--- src/rtl/cfgbank_pkg.sv ---
package cfgbank_pkg;
    typedef enum logic [1:0] {
        ST_LOCKED  = 2'd0,
        ST_KEY0_OK = 2'd1,
        ST_KEY1_OK = 2'd2,
        ST_OPEN    = 2'd3
    } lock_state_t;

    localparam logic [31:0] KEY0_MAGIC   = 32'h2040_6080;
    localparam logic [31:0] KEY1_MAGIC   = 32'h1030_5070;
    localparam logic [31:0] CTRL_DEFAULT = 32'h0026_1889;
endpackage

--- src/rtl/cfgbank_unlock_fsm.sv ---
module cfgbank_unlock_fsm
    import cfgbank_pkg::*;
#(
    parameter int          DATA_W = 32,
    parameter logic [DATA_W-1:0] KEY0 = KEY0_MAGIC,
    parameter logic [DATA_W-1:0] KEY1 = KEY1_MAGIC
) (
    input  logic              clk,
    input  logic              rst_n,
    input  logic              key0_we,
    input  logic              key1_we,
    input  logic [DATA_W-1:0] wdata,
    output logic [DATA_W-1:0] key0_q,
    output logic [DATA_W-1:0] key1_q,
    output logic              locked
);
    lock_state_t state_q, state_d;
    logic k0_ok, k1_ok, k0_next, k1_next;

    // Decode which keys currently match from the state.
    always_comb begin
        k0_ok = 1'b0;
        k1_ok = 1'b0;
        unique case (state_q)
            ST_LOCKED:  begin k0_ok = 1'b0; k1_ok = 1'b0; end
            ST_KEY0_OK: begin k0_ok = 1'b1; k1_ok = 1'b0; end
            ST_KEY1_OK: begin k0_ok = 1'b0; k1_ok = 1'b1; end
            ST_OPEN:    begin k0_ok = 1'b1; k1_ok = 1'b1; end
            default:    begin k0_ok = 1'b0; k1_ok = 1'b0; end
        endcase
        k0_next = key0_we ? (wdata == KEY0) : k0_ok;
        k1_next = key1_we ? (wdata == KEY1) : k1_ok;
        unique case ({k1_next, k0_next})
            2'b00:   state_d = ST_LOCKED;
            2'b01:   state_d = ST_KEY0_OK;
            2'b10:   state_d = ST_KEY1_OK;
            2'b11:   state_d = ST_OPEN;
            default: state_d = ST_LOCKED;
        endcase
    end

    always_ff @(posedge clk) begin
        if (!rst_n) begin
            state_q <= ST_LOCKED;
            key0_q  <= '0;
            key1_q  <= '0;
        end else begin
            state_q <= state_d;
            if (key0_we) key0_q <= wdata;
            if (key1_we) key1_q <= wdata;
        end
    end

    always_comb locked = (state_q != ST_OPEN);

    // open only while both stored keys hold the magic values
    p_open_needs_keys_r3: assert property (@(posedge clk) disable iff (!rst_n)
        !locked |-> (key0_q == KEY0 && key1_q == KEY1));

    // a mismatching key write always closes the bank
    p_bad_key_relocks_r4: assert property (@(posedge clk) disable iff (!rst_n)
        ((key0_we && wdata != KEY0) || (key1_we && wdata != KEY1)) |=> locked);
endmodule

--- src/rtl/cfgbank_prot_regs.sv ---
module cfgbank_prot_regs
    import cfgbank_pkg::*;
#(
    parameter int          DATA_W  = 32,
    parameter int          SEL_LSB = 26,
    parameter int          SEL_W   = 2,
    parameter logic [DATA_W-1:0] CTRL_RST = CTRL_DEFAULT
) (
    input  logic              clk,
    input  logic              rst_n,
    input  logic              locked,
    input  logic              ctrl_we,
    input  logic              io_we,
    input  logic [DATA_W-1:0] wdata,
    output logic [DATA_W-1:0] ctrl_q,
    output logic [DATA_W-1:0] io_q
);
    localparam int SEL_MSB = SEL_LSB + SEL_W - 1;

    logic [DATA_W-1:0] ctrl_new;
    logic              sel_reserved;

    // Codes with the top select bit set are reserved; keep the old select.
    always_comb begin
        sel_reserved = wdata[SEL_MSB];
        ctrl_new     = wdata;
        if (sel_reserved) ctrl_new[SEL_MSB:SEL_LSB] = ctrl_q[SEL_MSB:SEL_LSB];
    end

    always_ff @(posedge clk) begin
        if (!rst_n) begin
            ctrl_q <= CTRL_RST;
            io_q   <= '0;
        end else if (!locked) begin
            if (ctrl_we) ctrl_q <= ctrl_new;
            if (io_we)   io_q   <= wdata;
        end
    end

    // locked writes never change protected state
    p_locked_drop_r5: assert property (@(posedge clk) disable iff (!rst_n)
        (locked && (ctrl_we || io_we)) |=> ($stable(ctrl_q) && $stable(io_q)));

    // an unlocked write to the I/O register lands
    p_open_write_r6: assert property (@(posedge clk) disable iff (!rst_n)
        (!locked && io_we) |=> (io_q == $past(wdata)));

    // a reserved select code never reaches the register
    p_sel_legal_r7: assert property (@(posedge clk) disable iff (!rst_n)
        ctrl_q[SEL_MSB] == 1'b0);
endmodule

--- src/rtl/cfgbank_top.sv ---
module cfgbank_top
    import cfgbank_pkg::*;
#(
    parameter int ADDR_W   = 12,
    parameter int DATA_W   = 32,
    parameter int SEL_LSB  = 26,
    parameter int SEL_W    = 2,
    parameter logic [ADDR_W-1:0] OFS_CTRL   = 12'h000,
    parameter logic [ADDR_W-1:0] OFS_KEY0   = 12'h07C,
    parameter logic [ADDR_W-1:0] OFS_KEY1   = 12'h080,
    parameter logic [ADDR_W-1:0] OFS_STATUS = 12'h0F0,
    parameter logic [ADDR_W-1:0] OFS_IOEN   = 12'h144
) (
    input  logic              clk,
    input  logic              rst_n,
    input  logic [ADDR_W-1:0] bus_addr,
    input  logic              bus_we,
    input  logic [DATA_W-1:0] bus_wdata,
    output logic [DATA_W-1:0] bus_rdata,
    output logic [DATA_W-1:0] ctrl_word,
    output logic [DATA_W-1:0] io_enable,
    output logic [SEL_W-1:0]  spi_master_sel,
    output logic              bank_locked
);
    logic              key0_we, key1_we, ctrl_we, io_we, locked;
    logic [DATA_W-1:0] key0_q, key1_q, ctrl_q, io_q;

    always_comb begin
        key0_we = bus_we && (bus_addr == OFS_KEY0);
        key1_we = bus_we && (bus_addr == OFS_KEY1);
        ctrl_we = bus_we && (bus_addr == OFS_CTRL);
        io_we   = bus_we && (bus_addr == OFS_IOEN);
    end

    cfgbank_unlock_fsm #(
        .DATA_W (DATA_W)
    ) u_fsm (
        .clk     (clk),
        .rst_n   (rst_n),
        .key0_we (key0_we),
        .key1_we (key1_we),
        .wdata   (bus_wdata),
        .key0_q  (key0_q),
        .key1_q  (key1_q),
        .locked  (locked)
    );

    cfgbank_prot_regs #(
        .DATA_W  (DATA_W),
        .SEL_LSB (SEL_LSB),
        .SEL_W   (SEL_W)
    ) u_regs (
        .clk     (clk),
        .rst_n   (rst_n),
        .locked  (locked),
        .ctrl_we (ctrl_we),
        .io_we   (io_we),
        .wdata   (bus_wdata),
        .ctrl_q  (ctrl_q),
        .io_q    (io_q)
    );

    always_comb begin
        bus_rdata = '0;
        if (bus_addr == OFS_CTRL)        bus_rdata = ctrl_q;
        else if (bus_addr == OFS_KEY0)   bus_rdata = key0_q;
        else if (bus_addr == OFS_KEY1)   bus_rdata = key1_q;
        else if (bus_addr == OFS_IOEN)   bus_rdata = io_q;
        else if (bus_addr == OFS_STATUS) bus_rdata[0] = locked;
    end

    always_comb begin
        ctrl_word      = ctrl_q;
        io_enable      = io_q;
        spi_master_sel = ctrl_q[SEL_LSB +: SEL_W];
        bank_locked    = locked;
    end

    // the status read and the lock output agree
    p_status_matches_r10: assert property (@(posedge clk) disable iff (!rst_n)
        (bus_addr == OFS_STATUS) |-> (bus_rdata == {{(DATA_W-1){1'b0}}, bank_locked}));
endmodule

--- config.mk ---
export PLATFORM = sky130hd
export DESIGN_NAME = cfgbank_top
export DESIGN_NICKNAME = d
export VERILOG_FILES = /design/src/rtl/cfgbank_pkg.sv /design/src/rtl/cfgbank_unlock_fsm.sv /design/src/rtl/cfgbank_prot_regs.sv /design/src/rtl/cfgbank_top.sv
export SDC_FILE = /design/constraint.sdc
export NUM_CORES = 1
export LEC_CHECK = 0
export BUFFER_PORTS_ARGS = -buffer_cell sky130_fd_sc_hd__clkbuf_2
export CORE_MARGIN = 3
export CORE_UTILIZATION = 55
export CTS_CLUSTER_DIAMETER = 150
export CTS_CLUSTER_SIZE = 8
export DETAILED_ROUTE_END_ITERATION = 10
export PLACE_DENSITY_LB_ADDON = 0.3
export SKIP_CTS_REPAIR_TIMING = 1
export SLEW_MARGIN = 20
export SYNTH_ARGS = -nofsm -noshare
export SYNTH_HDL_FRONTEND = slang
export SYNTH_HIERARCHICAL = 1
export SYNTH_SLANG_ARGS = --single-unit
--- constraint.sdc ---
create_clock -name clk -period 3.5 [get_ports clk]
set_input_delay 0.7 -clock clk [delete_from_list [all_inputs] [get_ports clk]]
set_output_delay 0.7 -clock clk [all_outputs]
set_load 0.02 [all_outputs]
# == Word-level counts from Yosys, hierarchy flattened ==
# Index checks and enable logic that the tools add are counted.
# classes
n_eq_ne,13
n_mux,11
bitwise,2
reduce_logical,14
# ops
op,count
$mux W32,3
$eq A32 B29 Y1 const B,1
$eq A32 B30 Y1 const B,1
$mux W31,1
$eq A12 B8 Y1 const B,2
$eq A12 B7 Y1 const B,1
$eq A12 B9 Y1 const B,1
$logic_not A12 Y1,1
$eq A2 B2 Y1 const B,4
$pmux W2 S4,1
$reduce_or A2 Y1,4
$eq A2 B1 Y1 const B,2
$logic_and A1 B1 Y1,4
$logic_not A2 Y1,2
$mux W1,4
$pmux W1 S2,2
$reduce_and A2 Y1,2
$reduce_and A3 Y1,1
$ne A2 B2 Y1 const B,1
$not A1 Y1,2
# totals
regBits,129
input_bits,47
out_inout_bits,99
word_cells,46

# == Logic depth before layout (Yosys ltp) ==
# Gate-level depths: netlist of run 1.
# logic_depth
ltp_word,6
ltp_mapped,10
depth_no_buf,7

# == Modules after synthesis ==
# Netlist of run 1, hierarchy kept.
# modules_own_cells
module,instances,cells_per_inst,area_per_inst_um2,seq_area_each_um2
cfgbank_unlock_fsm,1,230,2623.8,1321.3
cfgbank_prot_regs,1,278,2366.0,1261.2
cfgbank_top,1,208,1495.2,0.0

# == Worst setup path after synthesis of run 1 ==
# No wires, ideal clock.
# synth_path
kind,input port to output port
start,input bus_addr[10]
end,output bus_rdata[8]
arrival_ps,2343
slack_ps,457
cell_stages,5
path_buffers,1
cell_sequence,or4_4 nor2_1 o21ai_1 buf_2 o32ai_1
# synth_between
elab_chain_cells,5
# synth_lines
item,line,text
start: declaration,cfgbank_top.sv:16,"input logic [ADDR_W-1:0] bus_addr,"
$eq A12 B9 Y1,cfgbank_top.sv:68,else if (bus_addr == OFS_IOEN) bus_rdata = io_q;
$mux W31,cfgbank_top.sv:68,
$mux W32,cfgbank_top.sv:67,else if (bus_addr == OFS_KEY1) bus_rdata = key1_q;
$mux W32,cfgbank_top.sv:66,else if (bus_addr == OFS_KEY0) bus_rdata = key0_q;
$mux W32 (*),cfgbank_top.sv:65,if (bus_addr == OFS_CTRL) bus_rdata = ctrl_q;
end: declaration,cfgbank_top.sv:19,"output logic [DATA_W-1:0] bus_rdata,"
# Every way passes the cells marked *; elsewhere a longest branch is shown, timed or not.

# == Final worst setup path of run 1 ==
# layout_path
start,input bus_addr[10]
end,output bus_rdata[7]
# Same word-level chain as after synthesis.

==> results, run 1 <==
- The run finished with clean final reports.
- The final layout contains 884 nets.
- After floorplanning, the core was divided into 39 placement rows.
- Entering global routing, the biggest net connects 131 pins.
- The kind of cell adding the most delay to the critical path is simple AND/OR/NAND/NOR gates.
- The final worst-path cycle share is 96.7%.
- In this run the tool buffered the top-level ports with 143 buffer cells.
- The maximum VDD drop is 0.000349 V.
- Global routing consumed, on the met1 layer, 34.4% of the routing resources.
- The post-synthesis cell area is 0.00648 mm2.
- The clock insertion delay at the later pin of the skew report is 0.41 ns.
- The most frequent cell on the critical path is sky130_fd_sc_hd__clkbuf_2.
- The cell type contributing the most total cell area after synthesis is sky130_fd_sc_hd__dfxtp_1.
- The critical path goes through clkbuf_2 > or4_4 > nor2_1 > o21ai_4 > buf_12 > o32ai_1 > clkbuf_2.
- The tightest min-delay check is of the reg -> reg type.
- The type of the worst setup path is in -> out.
- Compared with the post-synthesis result, the final layout area differs by 21.5%.
- For this run, asynchronously set or reset flops after synthesis account for 0%.
- STA classifies the critical path endpoint as a primary output.
- The y dimension of the die is 115 um.
- The first global-routing pass estimated 29.2 mm of wire.
- The fraction of the yosys area taken by sequential cells is 39.8%.
- The detail route stage leaves a number of antenna-violating nets equal to 0.
- Synthesis inferred 129 register bits.
- The number of antenna violations at the first check in global routing is 0.
- Counting the fill cells in the layout gives 877.
- The die covers 0.0131 mm2.
- The final-layout setup total negative slack is 0 ns.
- The count of unique library cells instantiated by Yosys is 44.
- The proportion of netlist area held by the largest area contributor is 39.8%.
- The number of design rule violations left after detail routing is 0.
- The met2 layer usage reported by global route is 47.4%.
- The synthesized netlist net count is 763.
- The number of enable-type register cells in the synthesized netlist is 0.
- The arrival time reported for the critical path endpoint is 2.68 ns.
- The via total after detailed routing is 5,792.
- The placed instances occupy a cell area of 0.00729 mm2.
- In this run the most used layer during global routing was met2.
- The wire-length estimate of the detail-placed layout is 12.1 mm.
- In the synthesized netlist, the cells that appear most often are sky130_fd_sc_hd__dfxtp_1 (129), sky130_fd_sc_hd__nand2_1 (129), sky130_fd_sc_hd__nor2b_1 (65).
- For this design, the sink count on the clock tree is 129.
- The worst-case headroom to the max-slew limit is 28.5%.
- The count of non-filler cells in the finished layout is 991.
- The count of endpoints failing hold in the final timing report came to 0.
- The number of vias per cell is 5.84.
- The number of inserted diodes is 0.
- The die is 115 um wide.
- The global-route met3 utilization is 6.24%.
- The clock slew at the register clock pins of the worst setup and hold paths is 0.05 ns.
- The mean instance size in the synthesized netlist is 9.06 um2.
- The via count of the first global-routing pass is 5,833.
- The post-synthesis cell count is 716.
- The cell type of the slowest stage on the worst timing path is sky130_fd_sc_hd__or4_4.
- The congestion estimate from routability-driven global placement came to 0.844.
- By area the synthesized netlist is led by sky130_fd_sc_hd__dfxtp_1 (40%), sky130_fd_sc_hd__mux2i_1 (9.9%), sky130_fd_sc_hd__nand2_1 (7.5%), sky130_fd_sc_hd__o32ai_2 (6.8%), sky130_fd_sc_hd__nor2b_1 (6.3%).
- Together, buffers and inverters on the worst path number 3.
- The clock root buffer master is sky130_fd_sc_hd__clkbuf_16.
- After detailed routing, the total wire length is 18.7 mm.
- The post-route netlist has 27.8% of its cells at a drive strength greater than 1.
- Counting along the longest clock path gives a buffer depth of 2.
- The leakage power summed over all cells is 3.05 nW.
- Clock tree synthesis inserted a total of 17 buffers.
- Of all nets on the critical path, the largest fanout is 13.
- The floorplan step defined a core boundary enclosing 0.0115 mm2.
- The power density relative to cell area is 427 mW/mm2.
- The pin slew with the least headroom to its limit is 1.07 ns.
- The clock skew after layout is 0.00583 ns.
- The Yosys step of the flow raised 6 warnings.
- The clock tree synthesis step divided the H-tree into 4 levels.
- TritonCTS built the clock tree.
- The total grt overflow is 0.
- Static timing analysis puts the maximum clock frequency at 296 MHz.
- In the synthesized netlist the dominant register cell turns out to be sky130_fd_sc_hd__dfxtp_1.
- After detailed routing, the average wire length per cell comes to 18.9 um.
- The first-pass iteration count of the detailed router is 5.
- Max-cap violations in this run came to 0.
- The number of DRC markers in iteration 0 is 423.
- The worst endpoint required time is 2.80 ns.
- The number of pins with negative max-slew slack in the final report is 0.
- The worst setup path is launched from an input pin.
- Setup repair after global routing left no endpoint under its margin.
- The summed area of non-filler cells in the final layout is 0.00788 mm2.
- For this design the top-level I/O count stands at 146.
- The initial cell density of the core is 56.6%.
- The count of endpoints failing setup in the final report is 0.
- The final period demand of the worst path is 3.38 ns.
- Global routing used 28.4% of the available tracks across all layers.
- Once placement completed, the tool counted placed cells totaling 961.
- The maximum cell stage delay along the critical path is 0.57 ns.
==> sequential cells by signal, summed over array words and instances (netlist names) <==
signal / cells
u_fsm/state_q: 2
u_regs/ctrl_q: 31
u_regs/io_q: 32
u_fsm/key1_q: 32
u_fsm/key0_q: 32
==> metrics by stage <==
stage / hold WS (ns) / util [%] / total power, mW / setup slack, ns
after floorplan: 0.455 / - / 1.56 / 0.457
after global placement: 0.455 / 63.5 / 1.63 / 0.177
after detailed placement: 0.467 / 63.5 / 1.63 / 0.148
after CTS: 0.474 / 68.7 / 3.38 / 0.136
after global routing: 0.495 / 68.7 / 3.46 / 0.0657
final: 0.474 / 68.7 / 3.37 / 0.117
==> worst min-delay path: stages (launching register included) <==
cell and delay, ns:
sky130_fd_sc_hd__dfxtp_1 0.32, sky130_fd_sc_hd__nand2_1 0.06, sky130_fd_sc_hd__a21boi_1 0.05
==> where the power goes <==
group	internal, mW	switching (mW)
logic	0.0506	0.0848
registers	1.47	0.0000414
clock network	1.15	0.611
==> path summary, 6_finish.rpt <==
kind,start,end,slack [ns],cells after the start
worst max register to register,u_fsm/state_q[0],u_regs/io_q[2],1.82,5
worst max-delay path,bus_addr[10],bus_rdata[7],0.12,7
worst min register to register,u_regs/io_q[30],u_regs/io_q[30],0.47,2
worst min-delay path,u_regs/io_q[30],u_regs/io_q[30],0.47,2
==> area by class of cell <==
type | instances | area, um2 | area share (%)
multi-input cells | 492 | 3440 | 43.7
flip-flops and latches | 129 | 2580 | 32.8
repair buffers | 164 | 961 | 12.2
clock buffers | 25 | 515 | 6.54
well taps | 143 | 179 | 2.27
inverters | 33 | 124 | 1.57
clock inverters | 5 | 75.1 | 0.953
==> per-layer routing <==
metal  routed length, um  vias up
met3                1380       50
met1                7580     2766
li1                    -     2692
met2                9230      284
met5                   0        -
met4                 503        0
==> placed cells by master, fill, tap and decap left out, types with 2 or more instances in the layout <==
cell type,instances
sky130_fd_sc_hd__buf_12,7
sky130_fd_sc_hd__nand3b_1,3
sky130_fd_sc_hd__nor4_2,3
sky130_fd_sc_hd__buf_4,14
sky130_fd_sc_hd__inv_1,33
sky130_fd_sc_hd__mux2i_1,64
sky130_fd_sc_hd__clkbuf_1,2
sky130_fd_sc_hd__a21boi_1,7
sky130_fd_sc_hd__nor2_1,36
sky130_fd_sc_hd__a211oi_1,31
sky130_fd_sc_hd__and3_1,33
sky130_fd_sc_hd__clkbuf_2,142
sky130_fd_sc_hd__o32ai_2,27
sky130_fd_sc_hd__nor2b_1,64
sky130_fd_sc_hd__nor4b_2,3
sky130_fd_sc_hd__clkinv_2,3
sky130_fd_sc_hd__or4_4,2
sky130_fd_sc_hd__nor4_1,2
sky130_fd_sc_hd__nand2_1,129
sky130_fd_sc_hd__a21boi_0,47
sky130_fd_sc_hd__nor4bb_1,4
sky130_fd_sc_hd__o31ai_1,3
sky130_fd_sc_hd__nand3_1,10
sky130_fd_sc_hd__dfxtp_1,129
sky130_fd_sc_hd__bufinv_16,2
sky130_fd_sc_hd__clkbuf_8,6
sky130_fd_sc_hd__o32ai_1,3
sky130_fd_sc_hd__clkbuf_16,17
sky130_fd_sc_hd__o32ai_4,2
==> logic make-up (layout without fill, tap and decap cells) <==
group           count (synthesis)  in the layout  share of synthesized area, %
simple gates                  303            303                          24.0
flops                         129            129                          39.8
compound gates                124            124                          18.6
buf+inv                        95            227                          7.60
mux                            64             64                          9.88
other cells                     1              1                        0.0578
No activity file was read; power rests on OpenSTA's default activity.
==> run 2, diff against run 1 <==
- BUFFER_PORTS_ARGS: -buffer_cell sky130_fd_sc_hd__clkbuf_2 -> default
- CORE_UTILIZATION: 55 -> 60
- DONT_BUFFER_PORTS: default -> 1
==> results, run 2 (same netlist as run 1, synthesis figures left out) <==
- The post-route netlist has 16.3% of its cells at a drive strength greater than 1.
- The initial cell density of the core is 62.3%.
- The min-delay analysis places its worst path in the category in -> reg.
- Setup repair after global routing left no endpoint under its margin.
- In this run the clock root is driven by a sky130_fd_sc_hd__clkbuf_8.
- The number of levels the H-tree was split into is 4.
- From synthesis to final layout, the design area changed by 11.9%.
- The count of endpoints failing hold in the final timing report came to 0.
- The leakage power summed over all cells is 2.52 nW.
- The wire length per cell after detailed routing is 21.6 um.
- The number of pins with negative max-slew slack in the final report was 0.
- The count of endpoints failing setup in the final report is 0.
- The worst-case headroom to the max-slew limit is 50.0%.
- The count of boundary I/O pins is 146.
- The number of DRC markers in iteration 0 is 457.
- The area of the multi-input gates is 0.00344 mm2.
- The maximum frequency from static timing analysis is 317 MHz.
- The clock insertion delay at the later pin of the skew report is 0.53 ns.
- Across the routed clock network, the largest skew measured is 0.00707 ns.
- The count of buffers inserted at the top-level ports is 0.
- The finished layout holds 868 standard cells, fillers aside.
- The final RePlAce weighted congestion is 0.824.
- The CTS tree is yes.
- The power density relative to cell area is 441 mW/mm2.
- The via count of the first global-routing pass is 5,564.
- The via total after detailed routing is 5,429.
- The largest fanout on the critical path is 32.
- The flow ran to the end, and the final reports show no timing, DRC or antenna violations.
- In the routed design, unresolved DRC markers number 0.
- The largest registers in the layout are u_fsm/key0_q (32), u_fsm/key1_q (32), u_regs/io_q (32).
- The final-layout worst hold slack is 0.291 ns.
- The floorplan has 37 rows.
- Clock tree synthesis found a total of 129 sinks.
- For this run, the detailed router's first-pass iteration total came to 5.
- Summed over all nets, the half-perimeter wirelength after detailed placement is 11.8 mm.
- For the worst flop-to-flop path, the logic depth is 5.
- IR analysis of the VDD net gives a maximum drop of 0.000307 V.
- The number of vias per cell is 6.25.
- The y dimension of the die is 110 um.
- The number of CTS-inserted buffers is 17.
- The number of fill cells is 822.
- Across the whole layout, storage elements account for 0.00258 mm2.
- Including well taps, the total number of placed cells is 836.
- The type of the worst setup path is in -> out.
- The total overflow left after global routing is 0.
- Clock-pin slew was measured on the worst setup and hold paths at 0.06 ns.
- The number of inserted diodes is 0.
- The count of cells along the worst hold path is 1.
- The library cells used most frequently in the layout, excluding fill and tap cells, are sky130_fd_sc_hd__nand2_1 (129), sky130_fd_sc_hd__dfxtp_1 (129), sky130_fd_sc_hd__mux2i_1 (64), sky130_fd_sc_hd__nor2b_1 (64), sky130_fd_sc_hd__a21boi_0 (47).
- The final layout net count is 766.
- At the pin with the least slew margin, the transition time is 0.750 ns.
- The number of antenna violations at the first check in global routing came to 0.
- The core area is 0.0104 mm2.
- The total routing usage reported by global routing is 31.2%.
- The nature of the critical path endpoint is a primary output.
- The global-route wire length before repair is 28.8 mm.
- The smallest clock period supported by the final layout is computed as 3.16 ns.
- The clock passes through at most 2 buffers.
- Summed over all layers, the routed wires come to 18.8 mm.
- Data arrives at the worst endpoint at 2.46 ns.
- The chip width is 110 um.
- The full die area is 0.0121 mm2.
- After layout, the worst path uses 90.3% of the clock period.
- The post-detailed-route count of antenna-violating nets is 0.
- The kind of start point of the critical path is an input pin.
- In the final timing run, aggregate negative setup slack is 0 ns.
- Entering global routing, the biggest net connects 132 pins.
- Across the run, the number of max-cap violations was 0.
- The worst endpoint required time is 2.80 ns.
[run 2: worst max-delay path, cell delays in order]
cell	delay, ns
sky130_fd_sc_hd__or4_4	0.56
sky130_fd_sc_hd__nor2_1	0.28
sky130_fd_sc_hd__o21ai_4	0.11
sky130_fd_sc_hd__buf_12	0.20
sky130_fd_sc_hd__o32ai_1	0.39
sky130_fd_sc_hd__buf_4	0.21
[run 2: layout make-up]
class | count | area share [%]
multi-input combinational | 492 | 47.5
sequential | 129 | 35.6
clock buffer | 21 | 6.05
timing repair buffer | 46 | 5.28
tap | 136 | 2.34
inverter | 33 | 1.71
clock inverter | 11 | 1.57
[run 2: where the power goes]
group          switching [mW]  internal (mW)
registers           0.0000413           1.47
logic                  0.0237         0.0299
clock network           0.652           1.02
total                   0.676           2.52
[run 2: routing by layer]
layer	GRT usage [%]	part of all wire (%)	vias up
met5	0	0	-
met4	12.2	1.4	0
met3	8.69	8.9	31
met2	52.9	50	263
met1	37.3	40	2670
li1	-	-	2465
[run 2: final timing paths]
kind	end	startpoint	slack, ns
hold / removal	u_regs/ctrl_q[26]	bus_wdata[27]	0.29
hold reg to reg	u_fsm/state_q[1]	u_fsm/state_q[1]	0.48
setup reg to reg	u_regs/ctrl_q[16]	u_fsm/state_q[1]	1.78
setup / recovery	bus_rdata[7]	bus_addr[10]	0.34
[run 2: per-stage QoR]
| stage | worst slack (ns) | total power, mW | area (um2) | util [%] |
|---|---|---|---|---|
| floorplan | 0.457 | 1.56 | 6480 | - |
| global placement | 0.413 | 1.55 | 6700 | 64.4 |
| detailed placement | 0.333 | 1.55 | 6700 | 64.4 |
| CTS | 0.361 | 3.21 | 7260 | 69.7 |
| global route | 0.280 | 3.28 | 7260 | 69.7 |
| finish | 0.341 | 3.20 | 7260 | 69.7 |
==> run 3, diff against run 2 <==
- REMOVE_ABC_BUFFERS: default -> 1
==> results, run 3 (same netlist as run 1, synthesis figures left out) <==
- The flow ran to the end, and the final reports show no timing, DRC or antenna violations.
- OpenSTA, run right after detailed placement, puts the worst setup slack at 0.246 ns.
- For this run, the post-layout net count is 761.
- The maximum frequency from static timing analysis is 304 MHz.
- The largest fanout on the critical path is 33.
- In this run the register-to-register setup slack is 1.77 ns.
- The most numerous cell type found on the critical path is sky130_fd_sc_hd__or4_4.
- CTS placed an instance of sky130_fd_sc_hd__clkbuf_8 at the clock tree root.
- Measured along the y axis, the die boundary spans 110 um.
- In this run the count of I/O pins placed on the die edge is 146.
- Compared with the post-synthesis result, the final layout area differs by 13.5%.
- The nature of the critical path endpoint is a primary output.
- Max-cap violations in this run came to 0.
- Once the floorplan was initialized, standard cells occupied 62.3% of the core.
- CTS saw 129 sinks.
- Setup repair after global routing left no endpoint under its margin.
- The arrival time reported for the critical path endpoint is 2.58 ns.
- The final worst-path cycle share is 93.8%.
- Walking the worst path, the cells encountered are or4_4 > or4_4 > o32ai_1 > buf_4.
- The floorplan step defined a die boundary enclosing 0.0121 mm2.
- For this block, the routed nets add up to 17.8 mm of wire.
- Leaving out fill and tap cells, the most frequent cells in the layout are sky130_fd_sc_hd__nand2_1 (129), sky130_fd_sc_hd__dfxtp_1 (129), sky130_fd_sc_hd__mux2i_1 (64), sky130_fd_sc_hd__nor2b_1 (64), sky130_fd_sc_hd__a21boi_0 (47).
- TritonCTS built the clock tree.
- In this run, the number of DRC markers left after iteration 0 of detailed routing was 469.
- The type of the worst setup path is in -> out.
- The depth of the most critical reg-to-reg path is 5.
- The count of cells in the finished layout, fillers not included, comes to 863.
- The kind of start point of the critical path is an input pin.
- The number of CTS-inserted buffers is 17.
- The largest net degree at the start of global routing is 132.
- The number of buffers on the longest clock path is 2.
- During placement, the flow inserted port buffers numbering 0.
- In this run the tightest slew margin relative to its limit is 47.4%.
- The final-layout worst hold slack is 0.295 ns.
- The number of pins with negative max-slew slack in the final report is 0.
- The post-route total power is 3.57 mW.
- The largest individual stage delay along the critical path comes from the cell sky130_fd_sc_hd__or4_4.
- The total grt overflow is 0.
- The worst register-to-register path ends at u_regs/io_q[2].
- The launching instance or port of the critical path is bus_addr[10].
- The via total after detailed routing is 5,290.
- Dividing the detail-routed via count by the number of cells gives 6.13.
- The count of endpoints failing setup in the final report is 0.
- The number of design rule violations left after detail routing is 0.
- The maximum VDD drop is 0.000323 V.
- The number of inserted diodes is 0.
- The worst register-to-register path begins at u_fsm/state_q[0].
- The power density relative to cell area is 485 mW/mm2.
- The clock slew at the register clock pins of the worst setup and hold paths is 0.06 ns.
- The via count of the first global-routing pass is 5,173.
- For this design the static power due to leakage is 2.55 nW.
- The worst endpoint required time is 2.80 ns.
- The row count is 37.
- The cell count after placement is 831.
- The number of antenna violations at the first check in global routing is 0.
- The core region is 0.0104 mm2.
- Subtracting the final worst setup slack from the clock period gives 3.28 ns.
- The count of endpoints failing hold in the final timing report came to 0.
- The worst hold path belongs to the class in -> reg.
- On the worst path, the slowest cell contributes a delay of 0.82 ns.
- The final-layout setup total negative slack is 0 ns.
- At the end of the flow the core is filled with cells to 70.7%.
- The post-detailed-route count of antenna-violating nets is 0.
- After detailed routing, the average wire length per cell comes to 20.6 um.
- The detailed placement HPWL is 10.8 mm.
- CTS built an H-tree with a depth of 4.
- Clock skew on the completed layout was measured at 0.00988 ns.
- For this run, the detailed router's first-pass iteration total came to 5.
- The total routing usage reported by global routing is 29.3%.
- At the later pin of the worst-skew pair, clock insertion delay measures 0.51 ns.
- The pin slew with the least headroom to its limit is 0.786 ns.
- The final worst slack is 0.215 ns.
- The standard cell area after detailed placement is 0.00667 mm2.
- Of the cells placed in the final design, the portion with a size suffix greater than 1 is 16.0%.
- In the final layout, the registers with the most flip-flops are u_fsm/key0_q (32), u_fsm/key1_q (32), u_regs/io_q (32).
- The summed area of non-filler cells in the final layout is 0.00736 mm2.
- The last element of the critical path is bus_rdata[8].
- Routability-driven placement finished with a final weighted congestion of 0.830.
- The first global-routing pass estimated 27.3 mm of wire.
- In this run the horizontal extent of the chip is 110 um.
[run 3: cell count changes in the layout (fill, tap and decap cells not counted)]
cell	before	now
sky130_fd_sc_hd__bufinv_16	2	7
sky130_fd_sc_hd__clkinv_2	6	1
sky130_fd_sc_hd__clkbuf_1	3	1
sky130_fd_sc_hd__buf_4	43	38
sky130_fd_sc_hd__nor2b_2	1	0
sky130_fd_sc_hd__nor2b_4	0	1
sky130_fd_sc_hd__inv_6	0	1
sky130_fd_sc_hd__clkinv_4	1	2
[run 3: final cells by class]
| cell class | instances | area [um2] |
|---|---|---|
| multi-input combinational | 492 | 3450 |
| fill | 763 | 3060 |
| sequential | 129 | 2580 |
| clock buffer | 19 | 432 |
| timing repair buffer | 41 | 345 |
| clock inverter | 13 | 256 |
| tap | 136 | 170 |
| inverter | 33 | 124 |
[run 3: critical path: cells and delay by family]
family                 cells  cell delay [ns]
AOI/OAI and AO/OA          1             0.29
buffers and inverters      1             0.21
and+or+nand+nor            2             1.36
[run 3: worst min-delay path by stage]
stage | startpoint | to | slack, ns | depth (start not counted)
2_1_floorplan | u_fsm/state_q[0] | u_fsm/state_q[0] | 0.45 | 2
6_report | bus_wdata[27] | u_regs/ctrl_q[26] | 0.29 | 1
5_1_grt | rst_n | u_regs/ctrl_q[7] | 0.25 | 1
3_3_place_gp | u_fsm/state_q[0] | u_fsm/state_q[0] | 0.47 | 2
3_5_place_dp | u_fsm/state_q[0] | u_fsm/state_q[0] | 0.48 | 2
4_1_cts | rst_n | u_regs/ctrl_q[3] | 0.25 | 1
[run 3: layer usage]
metal / global-route usage [%] / up-vias / wire length, um
met3: 9.22 / 18 / 1800
met2: 46.5 / 252 / 8340
met1: 38.7 / 2568 / 7450
met4: 7.57 / 0 / 184
li1: - / 2452 / -
met5: 0 / - / 0
[run 3: where the power goes]
group	internal, mW	switching [mW]	total (mW)
sequential	1.47	0.0000406	1.47
clock	1.40	0.655	2.05
combinational	0.0304	0.0235	0.0539
total	2.89	0.678	3.57
